--- config.mk ---
export PLATFORM = sky130hd
export DESIGN_NAME = pgwalk_top
export DESIGN_NICKNAME = d
export VERILOG_FILES = /design/src/rtl/pgwalk_pkg.sv /design/src/rtl/pgwalk_addr.sv /design/src/rtl/pgwalk_perm.sv /design/src/rtl/pgwalk_top.sv
export SDC_FILE = /design/constraint.sdc
export NUM_CORES = 1
export LEC_CHECK = 0
export ABC_AREA = 1
export ABC_CLOCK_PERIOD_IN_PS = 2230
export BUFFER_PORTS_ARGS = -buffer_cell sky130_fd_sc_hd__buf_4
export CORE_ASPECT_RATIO = 1.1
export CORE_MARGIN = 1.5
export CORE_UTILIZATION = 48
export CTS_CLUSTER_DIAMETER = 60
export DETAILED_ROUTE_END_ITERATION = 8
export PLACE_DENSITY = 0.77
export SYNTH_ARGS = -nofsm -noshare
export SYNTH_HDL_FRONTEND = slang
export SYNTH_SLANG_ARGS = --single-unit
--- constraint.sdc ---
create_clock -name clk -period 2.23 [get_ports clk]
set_input_delay 0.446 -clock clk [delete_from_list [all_inputs] [get_ports clk]]
set_output_delay 0.446 -clock clk [all_outputs]
set_load 0.01 [all_outputs]
--- src/rtl/pgwalk_pkg.sv ---
package pgwalk_pkg;
  // entry bit positions (hardware table format)
  localparam int B_P  = 0;
  localparam int B_W  = 1;
  localparam int B_U  = 2;
  localparam int B_A  = 5;
  localparam int B_D  = 6;
  localparam int B_PS = 7;

  typedef enum logic [2:0] {
    ST_IDLE   = 3'd0,
    ST_DIR_RD = 3'd1,
    ST_DIR_WB = 3'd2,
    ST_TBL_RD = 3'd3,
    ST_TBL_WB = 3'd4,
    ST_FIN    = 3'd5
  } walk_st_t;
endpackage

--- src/rtl/pgwalk_addr.sv ---
module pgwalk_addr #(
  parameter int AW    = 32,
  parameter int OFS_W = 12,
  parameter int IDX_W = 10
) (
  input  logic [AW-1:0] base,
  input  logic [AW-1:0] va,
  input  logic [AW-1:0] dir_ent,
  input  logic [AW-1:0] tbl_ent,
  input  logic [AW-1:0] a20,
  output logic [AW-1:0] dir_addr,
  output logic [AW-1:0] tbl_addr,
  output logic [AW-1:0] pa_small,
  output logic [AW-1:0] pa_large
);
  localparam int BIG_W = OFS_W + IDX_W;
  localparam logic [AW-1:0] FRAME_MASK = ~((AW'(1) << OFS_W) - AW'(1));
  localparam logic [AW-1:0] BIG_MASK   = ~((AW'(1) << BIG_W) - AW'(1));

  function automatic logic [AW-1:0] slot(input logic [IDX_W-1:0] idx);
    slot = '0;
    slot[IDX_W+1:2] = idx;
  endfunction

  function automatic logic [AW-1:0] join_pa(input logic [AW-1:0] frm, input logic [AW-1:0] lin,
                                            input logic [AW-1:0] msk);
    join_pa = (frm & msk) | (lin & ~msk);
  endfunction

  assign dir_addr = ((base & FRAME_MASK) + slot(va[AW-1 -: IDX_W])) & a20;
  assign tbl_addr = ((dir_ent & FRAME_MASK) + slot(va[BIG_W-1 -: IDX_W])) & a20;
  assign pa_small = join_pa(tbl_ent, va, FRAME_MASK) & a20;
  assign pa_large = join_pa(dir_ent, va, BIG_MASK) & a20;
endmodule

--- src/rtl/pgwalk_perm.sv ---
module pgwalk_perm #(
  parameter int EW = 32
) (
  input  logic [EW-1:0] dir_ent,
  input  logic [EW-1:0] tbl_ent,
  input  logic          big,
  input  logic          acc_wr,
  input  logic          acc_usr,
  input  logic          wp,
  output logic          eff_u,
  output logic          eff_w,
  output logic          viol,
  output logic          grant_w,
  output logic [EW-1:0] dir_new,
  output logic [EW-1:0] tbl_new
);
  import pgwalk_pkg::*;

  function automatic logic f_viol(input logic u, input logic w, input logic usr,
                                  input logic wr, input logic wpe);
    if (usr) f_viol = !u || (wr && !w);
    else     f_viol = wr && wpe && !w;
  endfunction

  function automatic logic [EW-1:0] f_mark(input logic [EW-1:0] e, input logic dirty);
    f_mark = e;
    f_mark[B_A] = 1'b1;
    if (dirty) f_mark[B_D] = 1'b1;
  endfunction

  assign eff_u   = big ? dir_ent[B_U] : (dir_ent[B_U] & tbl_ent[B_U]);
  assign eff_w   = big ? dir_ent[B_W] : (dir_ent[B_W] & tbl_ent[B_W]);
  assign viol    = f_viol(eff_u, eff_w, acc_usr, acc_wr, wp);
  assign grant_w = eff_w || (!acc_usr && !wp);
  assign dir_new = f_mark(dir_ent, big && acc_wr);
  assign tbl_new = f_mark(tbl_ent, acc_wr);
endmodule

--- src/rtl/pgwalk_top.sv ---
module pgwalk_top #(
  parameter int AW    = 32,
  parameter int OFS_W = 12,
  parameter int IDX_W = 10
) (
  input  logic          clk,
  input  logic          rst_n,
  input  logic          req_valid,
  input  logic [AW-1:0] req_addr,
  input  logic          req_write,
  input  logic          req_user,
  input  logic          pg_en,
  input  logic          wp_en,
  input  logic          lp_en,
  input  logic [AW-1:0] tbl_base,
  input  logic [AW-1:0] a20_mask,
  output logic          mem_req,
  output logic          mem_we,
  output logic [AW-1:0] mem_addr,
  output logic [AW-1:0] mem_wdata,
  input  logic          mem_ack,
  input  logic [AW-1:0] mem_rdata,
  output logic          busy,
  output logic          done,
  output logic [AW-1:0] phys_addr,
  output logic          grant_wr,
  output logic          grant_usr,
  output logic          fault,
  output logic [2:0]    fault_code
);
  import pgwalk_pkg::*;

  walk_st_t      st;
  logic [AW-1:0] va_q, base_q, a20_q, pde_q, pte_q, pa_q;
  logic          wr_q, usr_q, wp_q, lp_q, large_q;
  logic          fault_q, gw_q, gu_q;
  logic [2:0]    code_q;

  // named internal events
  logic          xfer, ent_present, big_now, big_sel, dir_chg, tbl_chg;
  logic [AW-1:0] dir_ent, dir_addr, tbl_addr, pa_small, pa_large, dir_new, tbl_new;
  logic          eff_u, eff_w, viol, grant_w;

  assign xfer        = mem_req && mem_ack;
  assign ent_present = mem_rdata[B_P];
  assign big_now     = mem_rdata[B_PS] && lp_q;
  assign big_sel     = (st == ST_DIR_RD) && big_now;
  assign dir_ent     = (st == ST_DIR_RD) ? mem_rdata : pde_q;
  assign dir_chg     = dir_new != mem_rdata;
  assign tbl_chg     = tbl_new != mem_rdata;

  pgwalk_addr #(.AW(AW), .OFS_W(OFS_W), .IDX_W(IDX_W)) u_addr (
    .base(base_q), .va(va_q), .dir_ent(dir_ent), .tbl_ent(mem_rdata), .a20(a20_q),
    .dir_addr(dir_addr), .tbl_addr(tbl_addr), .pa_small(pa_small), .pa_large(pa_large)
  );

  pgwalk_perm #(.EW(AW)) u_perm (
    .dir_ent(dir_ent), .tbl_ent(mem_rdata), .big(big_sel), .acc_wr(wr_q),
    .acc_usr(usr_q), .wp(wp_q), .eff_u(eff_u), .eff_w(eff_w), .viol(viol),
    .grant_w(grant_w), .dir_new(dir_new), .tbl_new(tbl_new)
  );

  always_ff @(posedge clk or negedge rst_n) begin
    if (!rst_n) begin
      st <= ST_IDLE;
      va_q <= '0; base_q <= '0; a20_q <= '0; pde_q <= '0; pte_q <= '0; pa_q <= '0;
      wr_q <= 1'b0; usr_q <= 1'b0; wp_q <= 1'b0; lp_q <= 1'b0; large_q <= 1'b0;
      fault_q <= 1'b0; gw_q <= 1'b0; gu_q <= 1'b0; code_q <= '0;
    end else begin
      case (st)
        ST_IDLE: if (req_valid) begin
          va_q <= req_addr; wr_q <= req_write; usr_q <= req_user;
          wp_q <= wp_en; lp_q <= lp_en; base_q <= tbl_base; a20_q <= a20_mask;
          fault_q <= 1'b0;
          code_q <= {req_user, req_write, 1'b0};
          if (!pg_en) begin
            pa_q <= req_addr; gw_q <= 1'b1; gu_q <= 1'b1;
            st <= ST_FIN;
          end else begin
            st <= ST_DIR_RD;
          end
        end
        ST_DIR_RD: if (xfer) begin
          pde_q   <= dir_new;
          large_q <= big_now;
          if (!ent_present) begin
            fault_q <= 1'b1; st <= ST_FIN;
          end else if (big_now) begin
            if (viol) begin
              fault_q <= 1'b1; code_q[0] <= 1'b1; st <= ST_FIN;
            end else begin
              pa_q <= pa_large; gw_q <= grant_w; gu_q <= eff_u;
              st <= dir_chg ? ST_DIR_WB : ST_FIN;
            end
          end else begin
            st <= dir_chg ? ST_DIR_WB : ST_TBL_RD;
          end
        end
        ST_DIR_WB: if (xfer) st <= large_q ? ST_FIN : ST_TBL_RD;
        ST_TBL_RD: if (xfer) begin
          pte_q <= tbl_new;
          if (!ent_present) begin
            fault_q <= 1'b1; st <= ST_FIN;
          end else if (viol) begin
            fault_q <= 1'b1; code_q[0] <= 1'b1; st <= ST_FIN;
          end else begin
            pa_q <= pa_small; gw_q <= grant_w; gu_q <= eff_u;
            st <= tbl_chg ? ST_TBL_WB : ST_FIN;
          end
        end
        ST_TBL_WB: if (xfer) st <= ST_FIN;
        ST_FIN:    st <= ST_IDLE;
        default:   st <= ST_IDLE;
      endcase
    end
  end

  assign mem_req    = (st == ST_DIR_RD) || (st == ST_DIR_WB) || (st == ST_TBL_RD) || (st == ST_TBL_WB);
  assign mem_we     = (st == ST_DIR_WB) || (st == ST_TBL_WB);
  assign mem_addr   = ((st == ST_DIR_RD) || (st == ST_DIR_WB)) ? dir_addr : tbl_addr;
  assign mem_wdata  = (st == ST_DIR_WB) ? pde_q : pte_q;
  assign busy       = st != ST_IDLE;
  assign done       = st == ST_FIN;
  assign phys_addr  = pa_q;
  assign grant_wr   = gw_q;
  assign grant_usr  = gu_q;
  assign fault      = fault_q;
  assign fault_code = code_q;
endmodule

== Word-level counts from Yosys, hierarchy flattened ==
Cells that the tools add are included.
Storage, ports and cells
  flip-flop bits (word level): 206
Operators by class
  reduce and logical (&&, ||, !) cells: 29
  add/sub/neg operators: 2
  bitwise logic cells: 8
  equal/unequal tests: 19
  multiplexer cells: 66
Operators with widths (number)
  two-way mux 32 bit: 12
  bitwise AND 32 bit: 4
  one-hot mux 32 bit (3 select lines): 1
  adder 32 x 12 -> 32 bit: 2
  two-way mux 1 bit: 37
  two-way mux 3 bit: 11
  inequality test 32 bit: 1
  OR 32 x 12 -> 32 bit: 1
  OR 32 x 22 -> 32 bit: 1
  inequality test 2 bit, second input constant: 11
  one-hot mux 3 bit (5 select lines): 1
  one-hot mux 1 bit (3 select lines): 4
  AND reduction 10 bit: 1
  AND reduction 5 bit: 2
  logical AND 1 bit: 8
  AND reduction 8 bit: 1
  AND reduction 7 bit: 1
  == test 3 x 2 -> 1 bit, second input constant: 2
  == test 3 bit, second input constant: 2
  logical OR 1 bit: 6
  AND reduction 2 bit: 3
  nonzero test 3 bit: 2
  logical NOT 1 bit: 4
  == test 3 x 1 -> 1 bit, second input constant: 1
  4 further kinds: 5

== Logic depth before layout (Yosys ltp) ==
  depth after elaboration: 13
  depth in mapped cells: 19

== Cells and area by module ==
Synthesis repeated with hierarchy kept, for this count alone.
Unflattened totals
  cell total of the unflattened synthesis: 1564
  area total of the unflattened synthesis: 11888.9 µm²
Modules (own cells, without submodules)
  pgwalk_top: seq. area each 5104.9 µm², area an instance 10397.5 µm², instances 1, cells an instance 1259
  pgwalk_addr: seq. area each 0.0 µm², area an instance 964.7 µm², instances 1, cells an instance 231
  pgwalk_perm: seq. area each 0.0 µm², area an instance 526.8 µm², instances 1, cells an instance 74

== Worst setup path before layout ==
No wires, ideal clock.
  kind: register -> register
  start point: register st[1]
  end point: register st[1]
  path slack: -0.179 ns
  path buffers: 2
  data required time: 2.114 ns
  arrival time: 2.293 ns
  cell stages (with the launch flop): 20
  cells stage by stage: dfrtp_1 > inv_1 > nand3_4 > buf_2 > buf_1 > nand2_1 > o21ai_0 > ha_1 > nor3b_1 > nand3_1 > nor2_1 > nand3_1 > nor2_1 > nand2_1 > nand2_1 > nand2_1 > nand2_1 > nand2_1 > nand2_1 > nand2_1
Between the ends
  word-level cells in the longest chain between the ends: 13
RTL lines
  from (decl): RTL line pgwalk_top.sv:33  | walk_st_t st;
  from (signal assigned): RTL line pgwalk_top.sv:93  | st <= dir_chg ? ST_DIR_WB : ST_FIN;
  from (signal assigned): RTL line pgwalk_top.sv:96  | st <= dir_chg ? ST_DIR_WB : ST_TBL_RD;
  from (signal assigned): RTL line pgwalk_top.sv:99  | ST_DIR_WB: if (xfer) st <= large_q ? ST_FIN : ST_TBL_RD;
  == test 3 x 1 -> 1 bit *: RTL line pgwalk_top.sv:48  | assign dir_ent = (st == ST_DIR_RD) ? mem_rdata : pde_q;
  two-way mux 32 bit *: RTL line pgwalk_top.sv:48
  via dir_ent[1]: RTL line pgwalk_top.sv:41  | logic [AW-1:0] dir_ent, dir_addr, tbl_addr, pa_small, pa_large, dir_new, tbl_new;
  bitwise AND 1 bit: RTL line pgwalk_perm.sv:32  | assign eff_w = big ? dir_ent[B_W] : (dir_ent[B_W] & tbl_ent[B_W]);
  two-way mux 1 bit: RTL line pgwalk_perm.sv:32
  logical NOT 1 bit: RTL line pgwalk_perm.sv:21, pgwalk_perm.sv:22
  logical AND 1 bit: RTL line pgwalk_perm.sv:21  | if (usr) f_viol = !u || (wr && !w);
  logical OR 1 bit: RTL line pgwalk_perm.sv:21
  two-way mux 1 bit: RTL line pgwalk_perm.sv:21
  two-way mux 3 bit *: RTL line pgwalk_top.sv:89  | if (viol) begin
  two-way mux 3 bit *: RTL line pgwalk_top.sv:88  | end else if (big_now) begin
  two-way mux 3 bit *: RTL line pgwalk_top.sv:86  | if (!ent_present) begin
  two-way mux 3 bit *: RTL line pgwalk_top.sv:83  | ST_DIR_RD: if (xfer) begin
  one-hot mux 3 bit (5 select lines) *: RTL line pgwalk_top.sv:70  | case (st)
Mark *: on every way through the listed nets, which the timed path passes. The rest lies on a longest branch. The select of a mux whose other input is x is not followed.
A chain may end at the register's enable or synchronous reset.

== Worst setup path in the final report ==
  start point: register st[2]
  end point: output mem_addr[9]
Between the ends
  word-level cells in the longest chain between the ends: 3
RTL lines
  == test 3 x 1 -> 1 bit or == test 3 x 2 -> 1 bit (tied branches): RTL line pgwalk_top.sv:120  | assign mem_addr = ((st == ST_DIR_RD) || (st == ST_DIR_WB)) ? dir_addr : tbl_addr;
  logical OR 1 bit *: RTL line pgwalk_top.sv:120
  two-way mux 32 bit *: RTL line pgwalk_top.sv:120
  to (decl): RTL line pgwalk_top.sv:19  | output logic [AW-1:0] mem_addr,
Mark *: on every way between the ends. The rest lies on a longest branch, timed or not.

==> flow_summary.ini <==
[outcome]
status = finished, violations left
violations = setup timing

[run]
drv_cap = 0

[detailed_routing]
routed_wl_um = 31600
drtIter0Drc = 850
vias = 9455
wire_per_inst_um = 18.6
drt_first_pass_iters = 7
ant_nets = 0
viasPerCell = 5.56
drc = 0

[cells_and_area]
fin_nets = 1581
drive_above_1_share_pct = 33.3
syn_to_final_growth_pct = 41.8
design_area_sq_um = 13200
utilization_pct = 69.3

[power]
p_leak_nw = 6.57
power_density_nw_per_um2 = 1600
ir_drop_v = 0.000935
finalPower_mw = 21.1

[place]
hpwlAfterDp_um = 20800
pre_cts_slack_ps = -39.6
gp_congestion = 0.914
port_buffers = 228
placed_cell_area_sq_um = 11500

[clocking]
clockRootBuffer = clkbuf_16
clock_path_buffers = 2
numClockSinks = 192
h-tree-depth = 4
path_clk_slew_ps = 70
cts_made_buffers = 17
cts_tree = done
worstSkewPairLatency_ps = 440

[sta]
period_share_pct = 110
setup_viol = 69
hold_viol = 0
layout_setup_ws_ps = -221
relSlewSlack_pct = 61.6
skew_ps = 8.72
rsz0062_at_grt = true
fin_hold_ws_ps = 200
period_minus_slack_ps = 2450
fmax_mhz = 408
tightest_slew_ps = 576
maxSlewViolCount = 0

[setup_path]
regToRegSetupSlack_ps = -130
critical_path_class = flip-flop to primary output
cp-end-kind = primary output
worst-endpoint-arrival_ps = 2010
r2r-start = st[1]$_DFFE_PN0P_
crit_required_ps = 1780
critPathCapture = mem_addr[9]
cp-startpoint = st[2]$_DFFE_PN0P_
critPathLaunchType = flip-flop
reg2reg_depth = 17
crit_fanout = 23
r2r-end = st[1]$_DFFE_PN0P_

[floorplan]
io_pins = 243
start_util_pct = 48.9
die_y_um = 149
die_w_um = 136
rows = 53
fp.coreArea_sq_um = 19000
fp.dieArea_sq_um = 20200

[global_route]
grt_pass1_vias = 8677
grt_pass1_wl_um = 46200
antenna_found_initial = 0
grt.overflow.total = 0
grt_usage_pct = 30.2
grt_max_degree = 62

[yosys]
syn_inst = 1190
synth-async-reset-ratio_pct = 100
yosys.area.top_type_share_pct = 51.7
synth_edf_count = 0
seq_area_frac_synth_pct = 51.7
synthTopCellsByArea = dfrtp_1, nand2_1, o21ai_0, inv_1, nor2_1
yosysTopAreaCell = dfrtp_1
ys.flop_type = dfrtp_1
netlist_area_sq_um = 9300
ys_warn_count = 0
syn_area_per_cell_sq_um = 7.81
ys_ff_latch = 192
netlist-cell-type-count = 36

[min_path]
holdCritPathClass = primary input to flip-flop
critical path, cell delays in order (launching register included):
cell	delay, ps
dfrtp_2	440
nor3_4	270
clkinv_2	130
nand2_4	130
inv_6	60
buf_12	170
o21ai_1	140
a21oi_1	70
buf_4	150
report_power, final:
| part | leakage, nW | internal, mW | switching, mW |
|---|---|---|---|
| registers | 2.34 | 5.19 | 1.41 |
| clock network | 0.289 | 1.73 | 1.34 |
| logic | 3.94 | 5.03 | 6.43 |
| total | 6.57 | 11.9 | 9.18 |
sequential cells by signal (all words and copies together) (netlist names), 3 cells and up:
name,flops
base_q,20
st,3
pte_q,32
fault_code,3
phys_addr,32
pde_q,32
va_q,32
a20_q,32
layer usage:
| metal | track usage, % | wire, um | up-vias |
|---|---|---|---|
| met3 | 7.44 | 2960 | 81 |
| met2 | 47.7 | 15300 | 514 |
| met5 | 0 | 0 | - |
| met4 | 12.7 | 1160 | 0 |
| li1 | - | - | 4327 |
| met1 | 39.6 | 12200 | 4533 |
Yosys cell counts, types with 6 or more instances:
cell	n
nand2_1	483
a31oi_2	19
a31oi_1	13
inv_1	77
clkbuf_1	44
buf_2	9
a21oi_1	28
o21ai_0	150
o2111ai_1	17
buf_4	6
dfrtp_1	192
nand3_1	32
inv_2	7
nor2_1	74
logic make-up (layout without fill, tap and decap cells):
kind of cell | Yosys count | in the layout | share of synthesized area [%]
xor gates and xnor gates | 5 | 5 | 0.471
and+or+nand+nor | 603 | 603 | 25.5
DFF | 192 | 192 | 51.7
other | 1 | 3 | 0.0403
AOI/OAI and AO/OA | 235 | 235 | 15.2
buffers and inverters | 152 | 415 | 6.80
adders and majority gates | 2 | 2 | 0.269
final cells by class:
| cell class | count | area, sq um |
|---|---|---|
| inverter | 87 | 360 |
| tap | 247 | 309 |
| clock buffer | 21 | 470 |
| clock inverter | 10 | 110 |
| multi-input combinational | 847 | 4500 |
| fill | 1499 | 5850 |
| timing repair inverter | 1 | 16.3 |
| sequential | 192 | 4810 |
| timing repair buffer | 296 | 2610 |
| antenna | 1 | 2.50 |
what timing repair did:
item	4_1_cts	5_1_grt
pin swaps	12	12
setup endpoints to repair	64	102
setup buffers	7	13
gates resized for setup	112	111
cloned	2	8
hold buffers	1	0
hold endpoints to repair	11	0
cells in the final DEF, fill, tap and decap left out, drive strengths merged, types with 3 or more instances in the layout:
| cell type | count |
|---|---|
| nand2 | 487 |
| buf | 288 |
| dfrtp | 192 |
| o21ai | 155 |
| inv | 84 |
| nor2 | 75 |
| nand3 | 33 |
| a31oi | 32 |
| a21oi | 29 |
| clkbuf | 28 |
| o2111ai | 17 |
| clkinv | 11 |
| nor3 | 4 |
| or2 | 3 |
| xnor2 | 3 |
stage by stage:
stage	setup TNS (ps)	std cells
after detailed placement	-68.0	1641
final	-10690	1702
after global placement	0	1641
after CTS	-7080	1682
after floorplan	-36.2	1191
after global routing	-18000	1701
worst min path at each step:
stage | from | end | slack, ps | cells after the start
floorplan | rst_n | a20_q[0]$_DFFE_PN0P_ | 150 | 0
global placement | pte_q[5]$_DFFE_PN0P_ | pte_q[5]$_DFFE_PN0P_ | 430 | 2
detailed placement | va_q[22]$_DFFE_PN0P_ | va_q[22]$_DFFE_PN0P_ | 450 | 2
CTS | a20_mask[0] | a20_q[0]$_DFFE_PN0P_ | 200 | 3
global route | tbl_base[26] | base_q[26]$_DFFE_PN0P_ | 200 | 3
finish | a20_mask[0] | a20_q[0]$_DFFE_PN0P_ | 200 | 3
(Power assumes the default switching activity.)
